$ cat src/rtl/dac_sweep_spi.sv
module dac_sweep_spi #(
  parameter int HALF_DIV = 10,
  parameter int CLR_LEN  = 4,
  parameter int GAP_LEN  = 4
) (
  input  logic        clk,
  input  logic        rst_n,
  input  logic        tick,
  input  logic        bcast,
  input  logic [47:0] level,
  input  logic        miso,
  output logic        sck,
  output logic        mosi,
  output logic        dac_cs_n,
  output logic        dac_clr_n,
  output logic        rom_cs_n,
  output logic        amp_cs_n,
  output logic        spare_ctl,
  output logic        adc_conv,
  output logic        amp_shdn,
  output logic        busy,
  output logic        done,
  output logic [31:0] echo,
  output logic        overrun
);
  localparam int PW   = $clog2(2 * HALF_DIV);
  localparam int CMAX = (CLR_LEN > GAP_LEN) ? CLR_LEN : GAP_LEN;
  localparam int CW   = $clog2(CMAX + 1);

  typedef enum logic [1:0] {S_CLR, S_IDLE, S_SHIFT, S_GAP} st_t;

  st_t         st;
  logic [CW-1:0] cnt;
  logic [PW-1:0] ph;
  logic [4:0]  nbit;
  logic [1:0]  ch;
  logic        all_q;
  logic [47:0] bank;
  logic [31:0] txw, rxw;
  logic        sck_q, done_q, ovr_q;
  logic [31:0] echo_q;

  function automatic logic [31:0] mk_frame(input logic [3:0] a, input logic [11:0] c);
    return {8'h00, 4'b0011, a, c, 4'b0000};
  endfunction

  assign sck       = sck_q;
  assign mosi      = txw[31];
  assign dac_cs_n  = (st != S_SHIFT);
  assign dac_clr_n = (st != S_CLR);
  assign rom_cs_n  = 1'b1;
  assign amp_cs_n  = 1'b1;
  assign spare_ctl = 1'b1;
  assign adc_conv  = 1'b0;
  assign amp_shdn  = 1'b0;
  assign busy      = (st == S_SHIFT) || (st == S_GAP);
  assign done      = done_q;
  assign echo      = echo_q;
  assign overrun   = ovr_q;

  always_ff @(posedge clk) begin
    if (!rst_n) begin
      st     <= S_CLR;
      cnt    <= '0;
      ph     <= '0;
      nbit   <= '0;
      ch     <= '0;
      all_q  <= 1'b0;
      bank   <= '0;
      txw    <= '0;
      rxw    <= '0;
      sck_q  <= 1'b0;
      done_q <= 1'b0;
      echo_q <= '0;
      ovr_q  <= 1'b0;
    end else begin
      done_q <= 1'b0;
      if (tick && busy) ovr_q <= 1'b1;
      case (st)
        S_CLR: begin
          if (cnt == CW'(CLR_LEN - 1)) begin
            st  <= S_IDLE;
            cnt <= '0;
          end else begin
            cnt <= cnt + 1'b1;
          end
        end
        S_IDLE: begin
          if (tick) begin
            bank  <= level;
            all_q <= bcast;
            ch    <= '0;
            ph    <= '0;
            nbit  <= '0;
            txw   <= mk_frame(bcast ? 4'hF : 4'h0, level[11:0]);
            st    <= S_SHIFT;
          end
        end
        S_SHIFT: begin
          if (ph == PW'(HALF_DIV - 1)) sck_q <= 1'b1;
          if (ph == PW'(2 * HALF_DIV - 1)) begin
            ph    <= '0;
            sck_q <= 1'b0;
            rxw   <= {rxw[30:0], miso};
            txw   <= {txw[30:0], 1'b0};
            if (nbit == 5'd31) begin
              nbit   <= '0;
              echo_q <= {rxw[30:0], miso};
              if (all_q || ch == 2'd3) begin
                st     <= S_IDLE;
                done_q <= 1'b1;
              end else begin
                st  <= S_GAP;
                cnt <= '0;
                ch  <= ch + 1'b1;
              end
            end else begin
              nbit <= nbit + 1'b1;
            end
          end else begin
            ph <= ph + 1'b1;
          end
        end
        S_GAP: begin
          if (cnt == CW'(GAP_LEN - 1)) begin
            txw <= mk_frame({2'b00, ch}, bank[12*ch +: 12]);
            ph  <= '0;
            st  <= S_SHIFT;
          end else begin
            cnt <= cnt + 1'b1;
          end
        end
        default: st <= S_CLR;
      endcase
    end
  end
endmodule


$ cat config.mk
export PLATFORM = sky130hd
export DESIGN_NAME = dac_sweep_spi
export DESIGN_NICKNAME = d
export VERILOG_FILES = /design/src/rtl/dac_sweep_spi.sv
export SDC_FILE = /design/constraint.sdc
export NUM_CORES = 1
export LEC_CHECK = 0
export CAP_MARGIN = 20
export CORE_UTILIZATION = 33
export CTS_CLUSTER_DIAMETER = 30
export DETAILED_ROUTE_END_ITERATION = 7
export HOLD_SLACK_MARGIN = 0.15
export PLACE_DENSITY = 0.53
export SYNTH_ARGS = -nofsm -noshare
export SYNTH_HDL_FRONTEND = slang
export SYNTH_SLANG_ARGS = --single-unit
$ cat constraint.sdc
create_clock -name clk -period 4.3 [get_ports clk]
set_clock_uncertainty 0.2 [all_clocks]
set_input_delay 0.86 -clock clk [delete_from_list [all_inputs] [get_ports clk]]
set_output_delay 0.86 -clock clk [all_outputs]
set_load 0.02 [all_outputs]
==> qor.yml, run 1 <==
outcome:
  outcome: "complete, no violations"
worst_setup_path:
  arrival_time_reported_for_the_critical_path_endpoint_ns: 1.97
  cp_data_required_time_ns: 3.24
  cp-end-kind: "output port"
  regToRegSetupSlack_ns: 1.69
  worstPathMaxFanout: 16
  timing.reg2reg.worst_path_depth: 5
  startpoint_type: "flip-flop"
  reg2reg_from: "ph[0]$_SDFFE_PN0P_"
  critPathKind: "reg2out"
  worst_r2r_endpoint: "txw[5]$_SDFFE_PN0P_"
cts:
  holdBufCountCts: 0
  root_buffer: "sky130_fd_sc_hd__clkbuf_16"
  h-tree-depth: 4
  clockBufferDepth: 2
  cts_num_sinks: 160
  clk-insertion-delay-late_ns: 0.43
  clk_pin_slew_ns: 0.07
  cts.repair.resized: 0
  cts-buffers-inserted: 17
  tritoncts: "done"
  post_cts.repair.setup_buffers: 0
placed_design:
  post-dp-hpwl_um: 9390
  portBuffers: 91
  placed_inst_area_um2: 7661
  dp.cells: 1091
  pre_cts_ws_ns: 1.117
  place_congestion: 0.7400
yosys:
  ys_seq_area_share_pct: 48.07
  synth_enable_flop_cells: 0
  synth_top_flop_cell: "sky130_fd_sc_hd__dfxtp_1"
  synth.avg_cell_area_um2: 8.467
  async_flop_share_pct: 0
  syn_inst: 787
  synth.cell_area_um2: 6664
  yosys.cell_types.count: 53
  ys.warnings.count: 0
  register_bit_count_reported_by_yosys: 160
final_layout:
  finalCoreUtilization_pct: 42.28
  regArea_um2: 3203
  multi_input_comb_area_um2: 3035
  final_nets: 908
  leading_cell_type_in_the_layout_fill_and_taps_excluded: "sky130_fd_sc_hd__nand2_1"
  drive_above_1_share_pct: 9.546
  post_layout_nonfiller_instances: 1124
  finalInstanceArea_um2: 8309
  layout_common_cells: "237 x sky130_fd_sc_hd__nand2_1, 160 x sky130_fd_sc_hd__dfxtp_1, 139 x sky130_fd_sc_hd__a21oi_1, 91 x sky130_fd_sc_hd__clkdlybuf4s50_1, 29 x sky130_fd_sc_hd__nor2_1"
  antenna-diode-count: 0
  fillerInstances: 2083
  layout_area_overhead_pct: 24.69
hold_path:
  end_point_of_the_most_critical_hold_path: "bank[14]$_SDFFE_PN0P_"
  hold_path_depth: 2
  worst_hold_launch: "bank[14]$_SDFFE_PN0P_"
  min_path_type: "reg2reg"
sta:
  hold_ws_ns: 0.2526
  max_freq_mhz: 330.0
  finalWorstSetupSlack_ns: 1.270
  timing.max_slew.rel_slack_pct: 37.62
  period_minus_slack_ns: 3.030
  worst_pin_slew_ns: 0.9357
  final.period_utilization_pct: 70.47
  final-hold-violation-count: 0
  final_max_slew_viol_count: 0
  setup_violation_total_in_the_final_timing_report: 0
  final_sum_of_negative_setup_slack_ns: 0
  grt_setup_unrepaired: "no"
detailed_routing:
  drtPass1Iterations: 5
  wl_per_cell_um: 13.42
  detailroute.via_count: 5356
  drt_drc_violations_left: 0
  post_route_antenna_net_violation_count: 0
  drt-vias-per-instance: 4.765
  initialDrtViolationCount: 430
  drt-total-wl_um: 15090
global_route:
  largest_net_degree_at_the_start_of_global_routing: 73
  globalRoute.totalOverflow: 0
  first_global_vias: 4969
  gr_usage_total_pct: 15.44
  grt_first_pass_wirelength_um: 25000
  antenna_violations_before_repair: 0
pwr:
  peakVddDrop_mv: 0.2858
  power_density_nw_per_um2: 457.1
  leakagePower_nw: 2.761
  design_power_total_mw: 3.798
floorplanning:
  fp.dieArea_um2: 20770
  horizontal_extent_of_the_die_um: 144.1
  die_height_um: 144.1
  placementRows: 51
  io-pin-count: 97
  start_util_pct: 33.91
  design.core.area_um2: 19650
run:
  timing.max_cap.violations: 0
[cells in the mapped netlist, drive strengths merged, types with 5 or more instances]
master	instances	area [µm²]
nand2	237	889.6
dfxtp	160	3203
a21oi	139	695.7
buf	36	251.5
clkbuf	31	116.4
nor2	30	115.1
inv	20	75.07
o21ai	16	80.07
o211ai	13	111.4
mux4	12	270.3
a22oi	10	75.07
o32ai	10	162.7
ha	9	112.6
nand3	8	40.04
nor3	8	51.30
a211oi	5	42.54
mux2i	5	50.05
[flip-flops by register name, indices dropped and copies added, names as in the netlist]
| register | count |
|---|---|
| all_q | 1 |
| bank | 48 |
| ch | 2 |
| cnt | 3 |
| done | 1 |
| echo | 32 |
| nbit | 5 |
| overrun | 1 |
| ph | 5 |
| rxw | 31 |
| sck | 1 |
| st | 2 |
| txw | 28 |
[layout make-up]
cell class	instances	area share, %
multi-input cells	543	36.53
flip-flops and latches	160	38.55
well taps	265	3.990
repair buffers	104	12.53
inverters	20	0.9336
clock buffers	17	5.120
clock inverters	15	2.349
[metal layers]
metal  up-vias  global-route usage (%)  routed length, µm
met5         -                       0                  0
met3        11                   3.675                552
met4         0                   5.375                140
met2        96                   23.42               6942
li1       2775                       -                  -
met1      2474                   21.27               7452
[logic make-up after synthesis]
kind of cell    share of synthesized area, %
flops                                  48.07
mux                                    4.807
other cells                           0.1127
xor+xnor                              0.2629
simple gates                           19.04
fa+ha+maj                              1.690
buf+inv                                6.647
compound gates                         19.38
[worst max-delay path, cell delays in order, from the launching register on]
cell and delay, ns:
sky130_fd_sc_hd__dfxtp_1 0.33, sky130_fd_sc_hd__nor2b_4 0.38, sky130_fd_sc_hd__inv_2 0.22, sky130_fd_sc_hd__clkdlybuf4s50_1 0.61
[power breakdown]
part,total [mW],internal [mW],switching (mW)
clock network,1.58,0.889,0.692
registers,1.63,1.58,0.0475
logic,0.590,0.238,0.352
total,3.80,2.71,1.09
[worst max-delay path by stage]
stage / slack [ns] / endpoint / cells past startpoint / startpoint
CTS: 1.23 / dac_cs_n / 3 / st[1]$_SDFFE_PN0P_
finish: 1.27 / dac_cs_n / 3 / st[1]$_SDFFE_PN0P_
global route: 1.18 / dac_clr_n / 3 / st[0]$_SDFFE_PN0P_
floorplan: 2.13 / cnt[0]$_SDFFE_PN0P_ / 7 / nbit[0]$_SDFFE_PN0P_
global placement: 1.12 / txw[13]$_SDFFE_PN0P_ / 5 / tick
detailed placement: 1.12 / txw[5]$_SDFFE_PN0P_ / 5 / tick
(Power assumes the default switching activity.)
==> run 2, diff against run 1 <==
PLACE_DENSITY = 0.55   (was 0.53)
clock period = 2.55 ns   (was 4.3 ns; I/O delays follow)
==> qor.yml, run 2 (synthesized netlist as in run 1, its figures left out) <==
cts:
  clk-insertion-delay-late_ns: 0.41
  tritoncts: "done"
  root_buffer: "sky130_fd_sc_hd__clkbuf_16"
  clk_pin_slew_ns: 0.06
  cts_num_sinks: 160
  post_cts.repair.setup_buffers: 0
  clockBufferDepth: 2
  cts-buffers-inserted: 17
  h-tree-depth: 4
global_route:
  gr_usage_total_pct: 15.50
  globalRoute.totalOverflow: 0
  grt_first_pass_wirelength_um: 25450
  largest_net_degree_at_the_start_of_global_routing: 84
  antenna_violations_before_repair: 0
  first_global_vias: 5070
placed_design:
  placed_inst_area_um2: 7799
  post-dp-hpwl_um: 9683
  pre_cts_ws_ns: 0.2730
  place_congestion: 0.7757
  dp.cells: 1101
  portBuffers: 91
worst_setup_path:
  worst_r2r_endpoint: "cnt[0]$_SDFFE_PN0P_"
  arrival_time_reported_for_the_critical_path_endpoint_ns: 1.68
  timing.critical_path.cells: "or2_2 > clkdlybuf4s50_1"
  cpPeakStageDelay_ns: 0.55
  reg2reg_from: "nbit[0]$_SDFFE_PN0P_"
  critical_path_buf_inv_count: 1
  regToRegSetupSlack_ns: 0.34
  crit_path_top_delay_cell: "sky130_fd_sc_hd__clkdlybuf4s50_1"
  startpoint_type: "flip-flop"
  cp_data_required_time_ns: 1.84
  worstPathMaxFanout: 10
  cpLargestDelayFamily: "buffers and inverters"
  critPathKind: "reg2out"
  cp-end-kind: "output port"
  timing.reg2reg.worst_path_depth: 7
final_layout:
  registers.top_by_ff_count: "bank"
  finalInstanceArea_um2: 8371
  leading_cell_type_in_the_layout_fill_and_taps_excluded: "sky130_fd_sc_hd__nand2_1"
  antenna-diode-count: 0
  fillerInstances: 2055
  layout_common_cells: "237 x sky130_fd_sc_hd__nand2_1, 159 x sky130_fd_sc_hd__dfxtp_1, 139 x sky130_fd_sc_hd__a21oi_1, 91 x sky130_fd_sc_hd__clkdlybuf4s50_1, 29 x sky130_fd_sc_hd__nor2_1"
  post_layout_nonfiller_instances: 1133
  layout_area_overhead_pct: 25.61
  number_of_flip_flops_in_the_largest_register: 48
  finalCoreUtilization_pct: 42.59
  final_nets: 917
  drive_above_1_share_pct: 10.48
floorplanning:
  start_util_pct: 33.91
  die_height_um: 144.1
  horizontal_extent_of_the_die_um: 144.1
  design.core.area_um2: 19650
  placementRows: 51
  fp.dieArea_um2: 20770
  io-pin-count: 97
pwr:
  power_density_nw_per_um2: 745.1
  power_frac_seq_pct: 44.2
  netSwitchingPower_mw: 1.741
  peakVddDrop_mv: 0.4212
  sw_frac_of_total_pct: 27.91
  leakagePower_nw: 2.781
  combPwrFrac_pct: 16.5
  design_power_total_mw: 6.237
  cell_internal_pwr_mw: 4.496
  power.share.clock_pct: 39.3
sta:
  hold_ws_ns: 0.2519
  final.period_utilization_pct: 93.72
  finalWorstSetupSlack_ns: 0.1601
  timing.max_slew.rel_slack_pct: 64.04
  final_max_slew_viol_count: 0
  period_minus_slack_ns: 2.390
  max_freq_mhz: 418.4
  grt_setup_unrepaired: "no"
  worst_pin_slew_ns: 0.5368
  final-hold-violation-count: 0
  setup_violation_total_in_the_final_timing_report: 0
  final_sum_of_negative_setup_slack_ns: 0
hold_path:
  end_point_of_the_most_critical_hold_path: "echo[31]$_SDFFE_PN0P_"
  worst_hold_launch: "rxw[30]$_SDFFE_PN0P_"
  hold_path_depth: 2
  min_path_type: "reg2reg"
detailed_routing:
  wl_per_cell_um: 13.38
  detailroute.via_count: 5408
  drt_drc_violations_left: 0
  initialDrtViolationCount: 402
  drt-total-wl_um: 15160
  drtPass1Iterations: 4
  drt-vias-per-instance: 4.773
  post_route_antenna_net_violation_count: 0
outcome:
  outcome: "complete, no violations"
run:
  timing.max_cap.violations: 0
[run 2: area by class of cell]
type / instances / area [µm²] / share of cell area (%)
clock inverters: 13 / 127.6 / 1.525
well taps: 265 / 331.6 / 3.961
flip-flops and latches: 160 / 3204 / 38.28
clock buffers: 19 / 442.9 / 5.291
multi-input cells: 543 / 3035 / 36.26
repair buffers: 113 / 1151 / 13.75
inverters: 20 / 77.57 / 0.9268
[run 2: how the worst max path moves through the flow]
stage	startpoint	endpoint	slack (ns)	depth (start not counted)
after global routing	st[0]$_SDFFE_PN0P_	dac_clr_n	0.11	2
after detailed placement	tick	txw[9]$_SDFFE_PN0P_	0.27	6
after floorplan	nbit[0]$_SDFFE_PN0P_	cnt[0]$_SDFFE_PN0P_	0.38	7
final	st[0]$_SDFFE_PN0P_	dac_clr_n	0.16	2
after global placement	tick	txw[5]$_SDFFE_PN0P_	0.30	6
after CTS	st[0]$_SDFFE_PN0P_	dac_clr_n	0.0003	2
[run 2: worst register-to-register path, stage by stage, from the launching register on]
cell                      delay, ns
sky130_fd_sc_hd__dfxtp_1       0.36
sky130_fd_sc_hd__ha_1          0.20
sky130_fd_sc_hd__and3_1        0.16
sky130_fd_sc_hd__ha_1          0.20
sky130_fd_sc_hd__or4b_4        0.48
sky130_fd_sc_hd__o221a_4       0.30
sky130_fd_sc_hd__mux2i_1       0.15
sky130_fd_sc_hd__nor2_1        0.05
[run 2: power groups by stage]
stage                     sequential, mW  clock [mW]  combinational, mW
final                               2.76        2.45               1.03
after CTS                           2.76        2.52               1.05
after global placement              2.81           0               1.04
after detailed placement            2.81           0               1.04
after global routing                2.78        2.64               1.15
after floorplan                     2.78           0              0.795
[run 2: per-layer routing]
metal	global-route usage [%]	vias to the layer above	share of wire, %
met3	3.642	9	3.4
met1	21.37	2519	50
met2	23.93	88	46
met4	4.535	0	0.80
li1	-	2792	-
met5	0	-	0
[run 2: timing repair]
action | CTS | global route
endpoints found under the hold margin | 0 | 0
resized for setup | 0 | 1
hold buffers | 0 | 0
setup endpoints to repair | 0 | 2
